$ cat config.mk
export PLATFORM = sky130hd
export DESIGN_NAME = psw_ctrl
export DESIGN_NICKNAME = d
export VERILOG_FILES = /design/src/rtl/psw_pkg.sv /design/src/rtl/psw_rst_sync.sv /design/src/rtl/psw_result_flags.sv /design/src/rtl/psw_level_ctrl.sv /design/src/rtl/psw_ctrl.sv
export SDC_FILE = /design/constraint.sdc
export NUM_CORES = 1
export LEC_CHECK = 0
export BUFFER_PORTS_ARGS = -buffer_cell sky130_fd_sc_hd__buf_2
export CORE_MARGIN = 2
export CORE_UTILIZATION = 39
export CTS_CLUSTER_DIAMETER = 100
export DETAILED_ROUTE_END_ITERATION = 6
export PLACE_DENSITY = 0.82
export SKIP_LAST_GASP = 1
export SLEW_MARGIN = 20
export SYNTH_ARGS = -nofsm -noshare
export SYNTH_HDL_FRONTEND = slang
export SYNTH_SLANG_ARGS = --single-unit
export TNS_END_PERCENT = 20
$ cat constraint.sdc
create_clock -name clk -period 2.2 [get_ports clk]
set_input_delay 0.22 -clock clk [delete_from_list [all_inputs] [get_ports clk]]
set_output_delay 0.22 -clock clk [all_outputs]
set_load 0.02 [all_outputs]
$ cat src/rtl/psw_pkg.sv
package psw_pkg;
  localparam int unsigned DATA_W = 8;

  typedef enum logic [2:0] {
    OPC_NONE  = 3'd0,
    OPC_ADD   = 3'd1,
    OPC_ARITH = 3'd2,
    OPC_LOGIC = 3'd3,
    OPC_SHIFT = 3'd4,
    OPC_BTST  = 3'd5,
    OPC_MOVE  = 3'd6
  } opc_e;

  localparam int unsigned POS_C  = 0;
  localparam int unsigned POS_Z  = 1;
  localparam int unsigned POS_N  = 2;
  localparam int unsigned POS_I0 = 3;
  localparam int unsigned POS_H  = 4;
  localparam int unsigned POS_I1 = 5;

  typedef struct packed {
    logic h;
    logic n;
    logic z;
    logic c;
  } rflags_t;

  localparam logic [1:0] CODE_MASKED = 2'b11;
  localparam logic [1:0] CODE_MAIN   = 2'b10;
endpackage

$ cat src/rtl/psw_rst_sync.sv
module psw_rst_sync (
  input  logic clk,
  input  logic arst_n,
  output logic srst_n
);
  logic [1:0] stage_q;

  always_ff @(posedge clk or negedge arst_n) begin
    if (!arst_n) begin
      stage_q <= 2'b00;
    end else begin
      stage_q <= {stage_q[0], 1'b1};
    end
  end

  assign srst_n = stage_q[1];
endmodule

$ cat src/rtl/psw_result_flags.sv
module psw_result_flags
  import psw_pkg::*;
#(
  parameter int unsigned W = DATA_W
) (
  input  logic [2:0] op_class,
  input  logic [W-1:0] res,
  input  logic       c3,
  input  logic       c7,
  input  logic       sh,
  input  logic       force_set,
  input  logic       force_clr,
  input  rflags_t    cur,
  output rflags_t    nxt,
  output logic       touched
);
  localparam int unsigned MSB = W - 1;

  logic res_neg;
  logic res_zero;
  logic op_c;
  opc_e opc;

  assign opc      = opc_e'(op_class);
  assign res_neg  = res[MSB];
  assign res_zero = ~|res;

  always_comb begin
    nxt     = cur;
    op_c    = cur.c;
    touched = 1'b0;
    unique case (opc)
      OPC_ADD: begin
        nxt.h   = c3;
        nxt.n   = res_neg;
        nxt.z   = res_zero;
        op_c    = c7;
        touched = 1'b1;
      end
      OPC_ARITH: begin
        nxt.n   = res_neg;
        nxt.z   = res_zero;
        op_c    = c7;
        touched = 1'b1;
      end
      OPC_LOGIC, OPC_MOVE: begin
        nxt.n   = res_neg;
        nxt.z   = res_zero;
        touched = 1'b1;
      end
      OPC_SHIFT: begin
        nxt.n   = res_neg;
        nxt.z   = res_zero;
        op_c    = sh;
        touched = 1'b1;
      end
      OPC_BTST: begin
        op_c    = sh;
        touched = 1'b1;
      end
      default: begin
        touched = 1'b0;
      end
    endcase

    if (force_set) begin
      nxt.c = 1'b1;
    end else if (force_clr) begin
      nxt.c = 1'b0;
    end else begin
      nxt.c = op_c;
    end
    touched = touched | force_set | force_clr;
  end
endmodule

$ cat src/rtl/psw_level_ctrl.sv
module psw_level_ctrl
  import psw_pkg::*;
(
  input  logic [1:0] cur_code,
  input  logic       irq_enter,
  input  logic [1:0] irq_prio,
  input  logic       set_mask,
  input  logic       clr_mask,
  input  logic       halt_enter,
  input  logic       req_valid,
  input  logic [1:0] req_level,
  output logic [1:0] nxt_code,
  output logic       touched,
  output logic       accept
);
  logic [1:0] cur_level;

  // Code to binary level: 10->0, 01->1, 00->2, 11->3
  assign cur_level = {~(cur_code[1] ^ cur_code[0]), cur_code[0]};

  always_comb begin
    nxt_code = cur_code;
    if (irq_enter) begin
      nxt_code = irq_prio;
    end else if (set_mask) begin
      nxt_code = CODE_MASKED;
    end else if (clr_mask) begin
      nxt_code = CODE_MAIN;
    end else if (halt_enter) begin
      nxt_code = CODE_MAIN;
    end
  end

  assign touched = irq_enter | set_mask | clr_mask | halt_enter;
  assign accept  = req_valid & (req_level > cur_level);
endmodule

$ cat src/rtl/psw_ctrl.sv
module psw_ctrl
  import psw_pkg::*;
#(
  parameter int unsigned W = DATA_W
) (
  input  logic         clk,
  input  logic         rst_n,
  input  logic [2:0]   op_class,
  input  logic [W-1:0] alu_res,
  input  logic         carry_b3,
  input  logic         carry_b7,
  input  logic         shift_out,
  input  logic         set_c,
  input  logic         clr_c,
  input  logic         set_mask,
  input  logic         clr_mask,
  input  logic         irq_enter,
  input  logic [1:0]   irq_prio,
  input  logic         restore,
  input  logic [W-1:0] restore_val,
  input  logic         halt_enter,
  input  logic         req_valid,
  input  logic [1:0]   req_level,
  output logic [W-1:0] psw,
  output logic         req_accept
);
  localparam int unsigned PAD_W = W - 6;

  logic       srst_n;
  rflags_t    flags_q, flags_d, flags_op;
  logic [1:0] code_q, code_d, code_op;
  logic       flag_touch, lvl_touch, upd_en;
  logic       unused_rv;

  psw_rst_sync u_sync (
    .clk    (clk),
    .arst_n (rst_n),
    .srst_n (srst_n)
  );

  psw_result_flags #(.W(W)) u_flags (
    .op_class  (op_class),
    .res       (alu_res),
    .c3        (carry_b3),
    .c7        (carry_b7),
    .sh        (shift_out),
    .force_set (set_c),
    .force_clr (clr_c),
    .cur       (flags_q),
    .nxt       (flags_op),
    .touched   (flag_touch)
  );

  psw_level_ctrl u_lvl (
    .cur_code   (code_q),
    .irq_enter  (irq_enter),
    .irq_prio   (irq_prio),
    .set_mask   (set_mask),
    .clr_mask   (clr_mask),
    .halt_enter (halt_enter),
    .req_valid  (req_valid),
    .req_level  (req_level),
    .nxt_code   (code_op),
    .touched    (lvl_touch),
    .accept     (req_accept)
  );

  assign unused_rv = ^restore_val[W-1:6];

  // Next-state selection: restore overrides every other source
  always_comb begin
    if (restore) begin
      flags_d.h = restore_val[POS_H];
      flags_d.n = restore_val[POS_N];
      flags_d.z = restore_val[POS_Z];
      flags_d.c = restore_val[POS_C];
      code_d    = {restore_val[POS_I1], restore_val[POS_I0]};
    end else begin
      flags_d   = flags_op;
      code_d    = code_op;
    end
  end

  assign upd_en = restore | flag_touch | lvl_touch;

  always_ff @(posedge clk or negedge srst_n) begin
    if (!srst_n) begin
      flags_q <= '0;
      code_q  <= CODE_MASKED;
    end else if (upd_en) begin
      flags_q <= flags_d;
      code_q  <= code_d;
    end
  end

  assign psw = {{PAD_W{1'b1}}, code_q[1], flags_q.h, code_q[0],
                flags_q.n, flags_q.z, flags_q.c};
endmodule

==> metrics.yaml, run 1 <==
detailed_routing:
  wl_mm: 1.18
  vias_per_cell: 4.67
  firstDrtPassIters: 2
  drt_iter0_drc: 1
  routedWlPerCell_um: 10.4
  antenna_left: 0
  num_vias: 528
  drc: 0
setup_path:
  critical_path_required_ps: 1980
  r2r_slack_ps: 1420
  worst-endpoint-arrival_ps: 1590
  cp-end-kind: "output pin"
  crit_path_max_fanout: 4
  reg2reg_depth: 1
  startpoint_type: "register"
  crit_type: "register to output pin"
global_routing:
  grt_pass1_vias: 436
  gr-max-usage-layer: "met2"
  antenna_found_initial: 0
  use_met2_pct: 31.0
  gr-usage-met3_pct: 7.22
  grt_max_degree: 16
  track_usage_pct: 16.7
  met1_usage_pct: 16.5
  grt_overflow: 0
  grt_first_pass_wirelength_mm: 1.74
finish:
  drive_above_1_share_pct: 48.0
  layout_commonest_cell: "buf_2"
  final_nets: 138
  instances_no_fill: 113
  diodes: 0
  register_area_um2: 203
  multiInputGateArea_um2: 290
  syn_to_final_growth_pct: 46.3
  mostFrequentLayoutCells: "40 x buf_2, 6 x nand2_1, 6 x dfrtp_1"
  fillers: 111
  final_util_pct: 59.9
placed_design:
  port_buffers: 40
  dp_cells: 109
  pre_cts_slack_ps: 644
  place_hpwl_um: 972
  gp_congestion: 0.749
sta:
  slew_viol_final: 0
  finalCritPeriodShare_pct: 82.4
  fin_ws_ps: 387
  hold_viol_final: 0
  fmax_ghz: 0.551
  finalClockSkew_ps: 0.583
  min_period_ps: 1810
  grt_setup_unrepaired: "no"
  setup_viol: 0
  tns_ps: 0
synthesis:
  synth.top_cell.area_share_pct: 28.9
  syn_area_um2: 519
  synthTopCellsByArea: "dfrtp_1 29%, dfstp_2 10%, mux2i_1 9.6%, a2111oi_4 5.3%, a21oi_1 4.8%"
  syn_inst: 55
  yosysSeqAreaShare_pct: 39.0
  synth_top_cell_by_area: "dfrtp_1"
  synth_warnings: 0
  ys_types: 22
  synth.avg_cell_area_um2: 9.44
  synth-seq-cells: 8
power:
  power.density_mw_per_mm2: 531
  p_leak_nw: 0.406
  max-vdd-ir-drop_mv: 0.309
die:
  die_y_um: 40.5
  ioPinCount: 45
  num_rows: 13
  start_util_pct: 40.9
  core_region_area_mm2: 0.00127
  die_x_um: 40.5
  dieArea_mm2: 0.00164
clocking:
  cts_made_buffers: 3
  cts_sinks: 8
  post_cts_resized: 0
  worst_skew_pair.late_latency_ps: 260
  cts-hold-fix-buffers: 1
  clkTransAtPathRegs_ps: 50
  post-cts-setup-buffer-count: 0
  cts_tree: "built"
  cts-root-buf: "clkbuf_4"
  htree_num_levels: 1
  cts_max_path_buffers: 2
flow_run:
  maxCapViolCount: 0
run_status:
  outcome: "completed"
worst_hold_path:
  min_path_type: "register to asynchronous set/reset pin"
worst paths after layout:
kind                                         from                 to
max in group asynchronous                   rst_n  u_sync.stage_q[1]
worst max-delay path                    code_q[0]         req_accept
worst min register to register  u_sync.stage_q[1]             psw[1]
min in group clk                   restore_val[4]             psw[4]
worst max register to register             psw[0]             psw[0]
worst min-delay path            u_sync.stage_q[1]             psw[1]
power by group:
group	leakage [nW]	switching [W]	total [W]	internal, W
Clock	0.0138	0.0000527	0.000115	0.0000626
Sequential	0.0921	0.00000899	0.000171	0.000162
Combinational	0.301	0.0000621	0.000117	0.0000544
Total	0.406	0.000124	0.000403	0.000279
sequential cells by signal, indices dropped and copies added (netlist names):
name / count
u_sync.stage_q: 2
code_q: 2
psw: 4
metrics by stage:
step,hold WS [ps],total power [W],instance area (um^2)
after CTS,100,0.000405,759
after global routing,121,0.000431,759
after floorplan,-75.6,0.000238,527
final,93.2,0.000403,759
after global placement,4.96,0.000286,727
after detailed placement,7.16,0.000290,727
cells by family (layout without fill, tap and decap cells):
| group | count (synthesis) | count (layout) | synth area share [%] |
|---|---|---|---|
| adder cells (fa/ha/maj) | 2 | 2 | 4.82 |
| other | 1 | 3 | 0.722 |
| flip-flops | 8 | 8 | 39.0 |
| AO/OA/AOI/OAI | 12 | 12 | 18.1 |
| AND/OR/NAND/NOR | 18 | 18 | 17.3 |
| multiplexers | 6 | 6 | 11.8 |
| XOR/XNOR | 1 | 1 | 1.69 |
| buffers and inverters | 7 | 48 | 6.50 |
layout make-up:
class / instances / area share [%]
multi-input combinational: 42 / 38.2
timing repair buffer: 41 / 27.7
tap: 15 / 2.47
clock buffer: 3 / 2.97
sequential: 8 / 26.7
inverter: 4 / 1.98
layer usage:
metal / routed length, um / part of all wire, % / up-vias
li1: - / - / 276
met1: 483 / 41 / 234
met2: 610 / 52 / 15
met3: 73 / 6.2 / 3
met4: 13 / 1.1 / 0
met5: 0 / 0 / -
critical path: stages (launching register included):
cell,delay [ps]
dfstp_2,550
xor2_1,160
ha_1,260
nand2_1,70
nand2_1,50
nor2_1,80
buf_2,160
cells in the mapped netlist (all sizes together):
cell     instances
dfrtp            6
nand2            6
a21oi            5
mux2i            5
nor2             5
inv              4
nor3             3
o21ai            3
buf              2
dfstp            2
ha               2
or4              2
a2111oi          1
a221o            1
a221oi           1
clkbuf           1
conb             1
mux2             1
o31ai            1
or2b             1
or3              1
xor2             1
Power figures use the tool's default switching activity.
==> run 2: changes to the inputs <==
- CORE_UTILIZATION: 39 -> 32
- PLACE_DENSITY: 0.82 -> 0.72
- clock period: 2.2 -> 1.6 ns (I/O delays scaled with it)
==> metrics.yaml, run 2 (synthesis results as in run 1) <==
sta:
  fin_ws_ps: -81.0  # -468 ps
  finalClockSkew_ps: 3.50  # +2.92 ps
  hold_viol_final: 0  # unchanged
  slew_viol_final: 0  # unchanged
  min_period_ps: 1680
  setup_viol: 1  # +1
  fmax_ghz: 0.595
  finalCritPeriodShare_pct: 105
  tns_ps: -81.0  # -81.0 ps
  grt_setup_unrepaired: "yes"
setup_path:
  crit_buf_inv: 1  # unchanged
  critical_path_required_ps: 1440  # -540 ps
  reg2reg_depth: 2  # +1
  r2r_start: "code_q[0]"
  path_delay_family: "flip-flops"
  cp-end-kind: "output pin"
  crit_path_max_fanout: 2  # -2
  crit_type: "register to output pin"
  slowest_delay_ps: 530  # -20 ps
  startpoint_type: "register"
  r2r_slack_ps: 730  # -690 ps
  worstPathCellList: "xor2_1 > ha_1 > a21oi_1 > nor2_1 > buf_4"
  cpMaxStageDelayCell: "dfstp_2"
  r2r_end: "code_q[0]"
  worst-endpoint-arrival_ps: 1520  # -70 ps
clocking:
  htree_num_levels: 1  # unchanged
  cts_sinks: 8  # unchanged
  cts_max_path_buffers: 2  # unchanged
  cts_made_buffers: 3  # unchanged
  worst_skew_pair.late_latency_ps: 250  # about the same
  cts_tree: "built"
  cts-root-buf: "clkbuf_4"
  clkTransAtPathRegs_ps: 50  # about the same
worst_hold_path:
  min_path_type: "register to asynchronous set/reset pin"
global_routing:
  grt_overflow: 0  # unchanged
  grt_max_degree: 16  # unchanged
  antenna_found_initial: 0  # unchanged
  grt_first_pass_wirelength_mm: 1.88  # +8.3%
  grt_pass1_vias: 503  # +15%
  track_usage_pct: 13.1  # -3.6 points
run_status:
  outcome: "finished with violations"
  violations: "negative setup slack"
detailed_routing:
  firstDrtPassIters: 4  # +2
  drc: 0  # unchanged
  routedWlPerCell_um: 10.4  # -0.80%
  wl_met3_um: 66  # -9.6%
  highest_layer: "met3"
  wl_met1_um: 474  # -1.9%
  wl_met2_um: 672  # +10%
  drt_iter0_drc: 4  # +3
  wl_mm: 1.21  # +2.7%
  antenna_left: 0  # unchanged
  num_vias: 558  # +5.7%
  vias_per_cell: 4.77  # +2.1%
power:
  power.density_mw_per_mm2: 723  # +36%
  p_leak_nw: 0.418  # +2.8%
  max-vdd-ir-drop_mv: 0.479  # +55%
finish:
  drive_above_1_share_pct: 48.5  # +0.56 points
  syn_to_final_growth_pct: 50.6
  diodes: 0  # unchanged
  final_nets: 140  # +1.4%
  fin_area_um2: 782  # +3.0%
  largest_reg_flops: 4  # unchanged
  layout_commonest_cell: "buf_2"
  mostFrequentLayoutCells: "39 x buf_2, 6 x nand2_1, 6 x dfrtp_1"
placed_design:
  dpl_cell_area_um2: 728  # +0.17%
  place_hpwl_mm: 1.03  # +5.9%
  gp_congestion: 0.629  # -16%
  port_buffers: 40  # unchanged
die:
  ioPinCount: 45  # unchanged
  dieArea_mm2: 0.00196  # +20%
  die_y_um: 44.3  # +9.4%
  num_rows: 14  # +1
  die_x_um: 44.3  # +9.4%
  start_util_pct: 34.5  # -6.5 points
  core_region_area_mm2: 0.00151  # +19%
flow_run:
  maxCapViolCount: 0  # unchanged
## run 2: changes by cell type in the layout (fill, tap and decap cells not counted), sizes merged
cell / previous run / this run
clkbuf: 3 / 4
buf: 40 / 42
## run 2: repair_timing
| item | CTS | global route |
|---|---|---|
| gates resized for setup | 1 | 0 |
| endpoints found under the setup margin | 1 | 1 |
| pin swaps | 4 | 1 |
| buffers inserted | 2 | 0 |
| hold buffers | 1 | 0 |
| endpoints found under the hold margin | 2 | 0 |
## run 2: worst max-delay path by stage
stage                       endpoint  depth (start not counted)   startpoint
after floorplan           req_accept                          5    code_q[0]
after global placement        psw[0]                          4  op_class[1]
after detailed placement      psw[0]                          4  op_class[1]
after CTS                 req_accept                          5    code_q[1]
after global routing      req_accept                          6    code_q[1]
final                     req_accept                          5    code_q[1]
## run 2: power breakdown
group	switching [W]	internal, W	total [W]
registers	0.0000111	0.000223	0.000234
clock network	0.0000649	0.0000951	0.000160
logic	0.0000890	0.0000821	0.000171
total	0.000165	0.000400	0.000566
## run 2: metrics by stage
step / hold WS, ps / total power (W) / util (%) / worst slack, ps / cells
finish: 87.5 / 0.000566 / 51.9 / -81.0 / 117
global route: 104 / 0.000610 / 51.9 / -150 / 117
CTS: 101 / 0.000579 / 51.9 / -100 / 117
detailed placement: -53.8 / 0.000399 / 48.3 / 90.0 / 110
global placement: -54.9 / 0.000394 / 48.3 / 113 / 110
floorplan: -136 / 0.000327 / - / 37.1 / 57
## run 2: area by class of cell
class | count | area [um^2]
clock buffer | 4 | 26.3
inverter | 4 | 15.0
sequential | 8 | 203
fill | 150 | 724
tap | 16 | 20.0
multi-input combinational | 42 | 290
timing repair buffer | 43 | 228
## run 2: per-layer routing
layer / global-route usage, % / vias up
met3: 2.45 / 0
li1: - / 285
met4: 5.45 / 0
met2: 25.9 / 20
met1: 13.1 / 253
met5: 0 / -
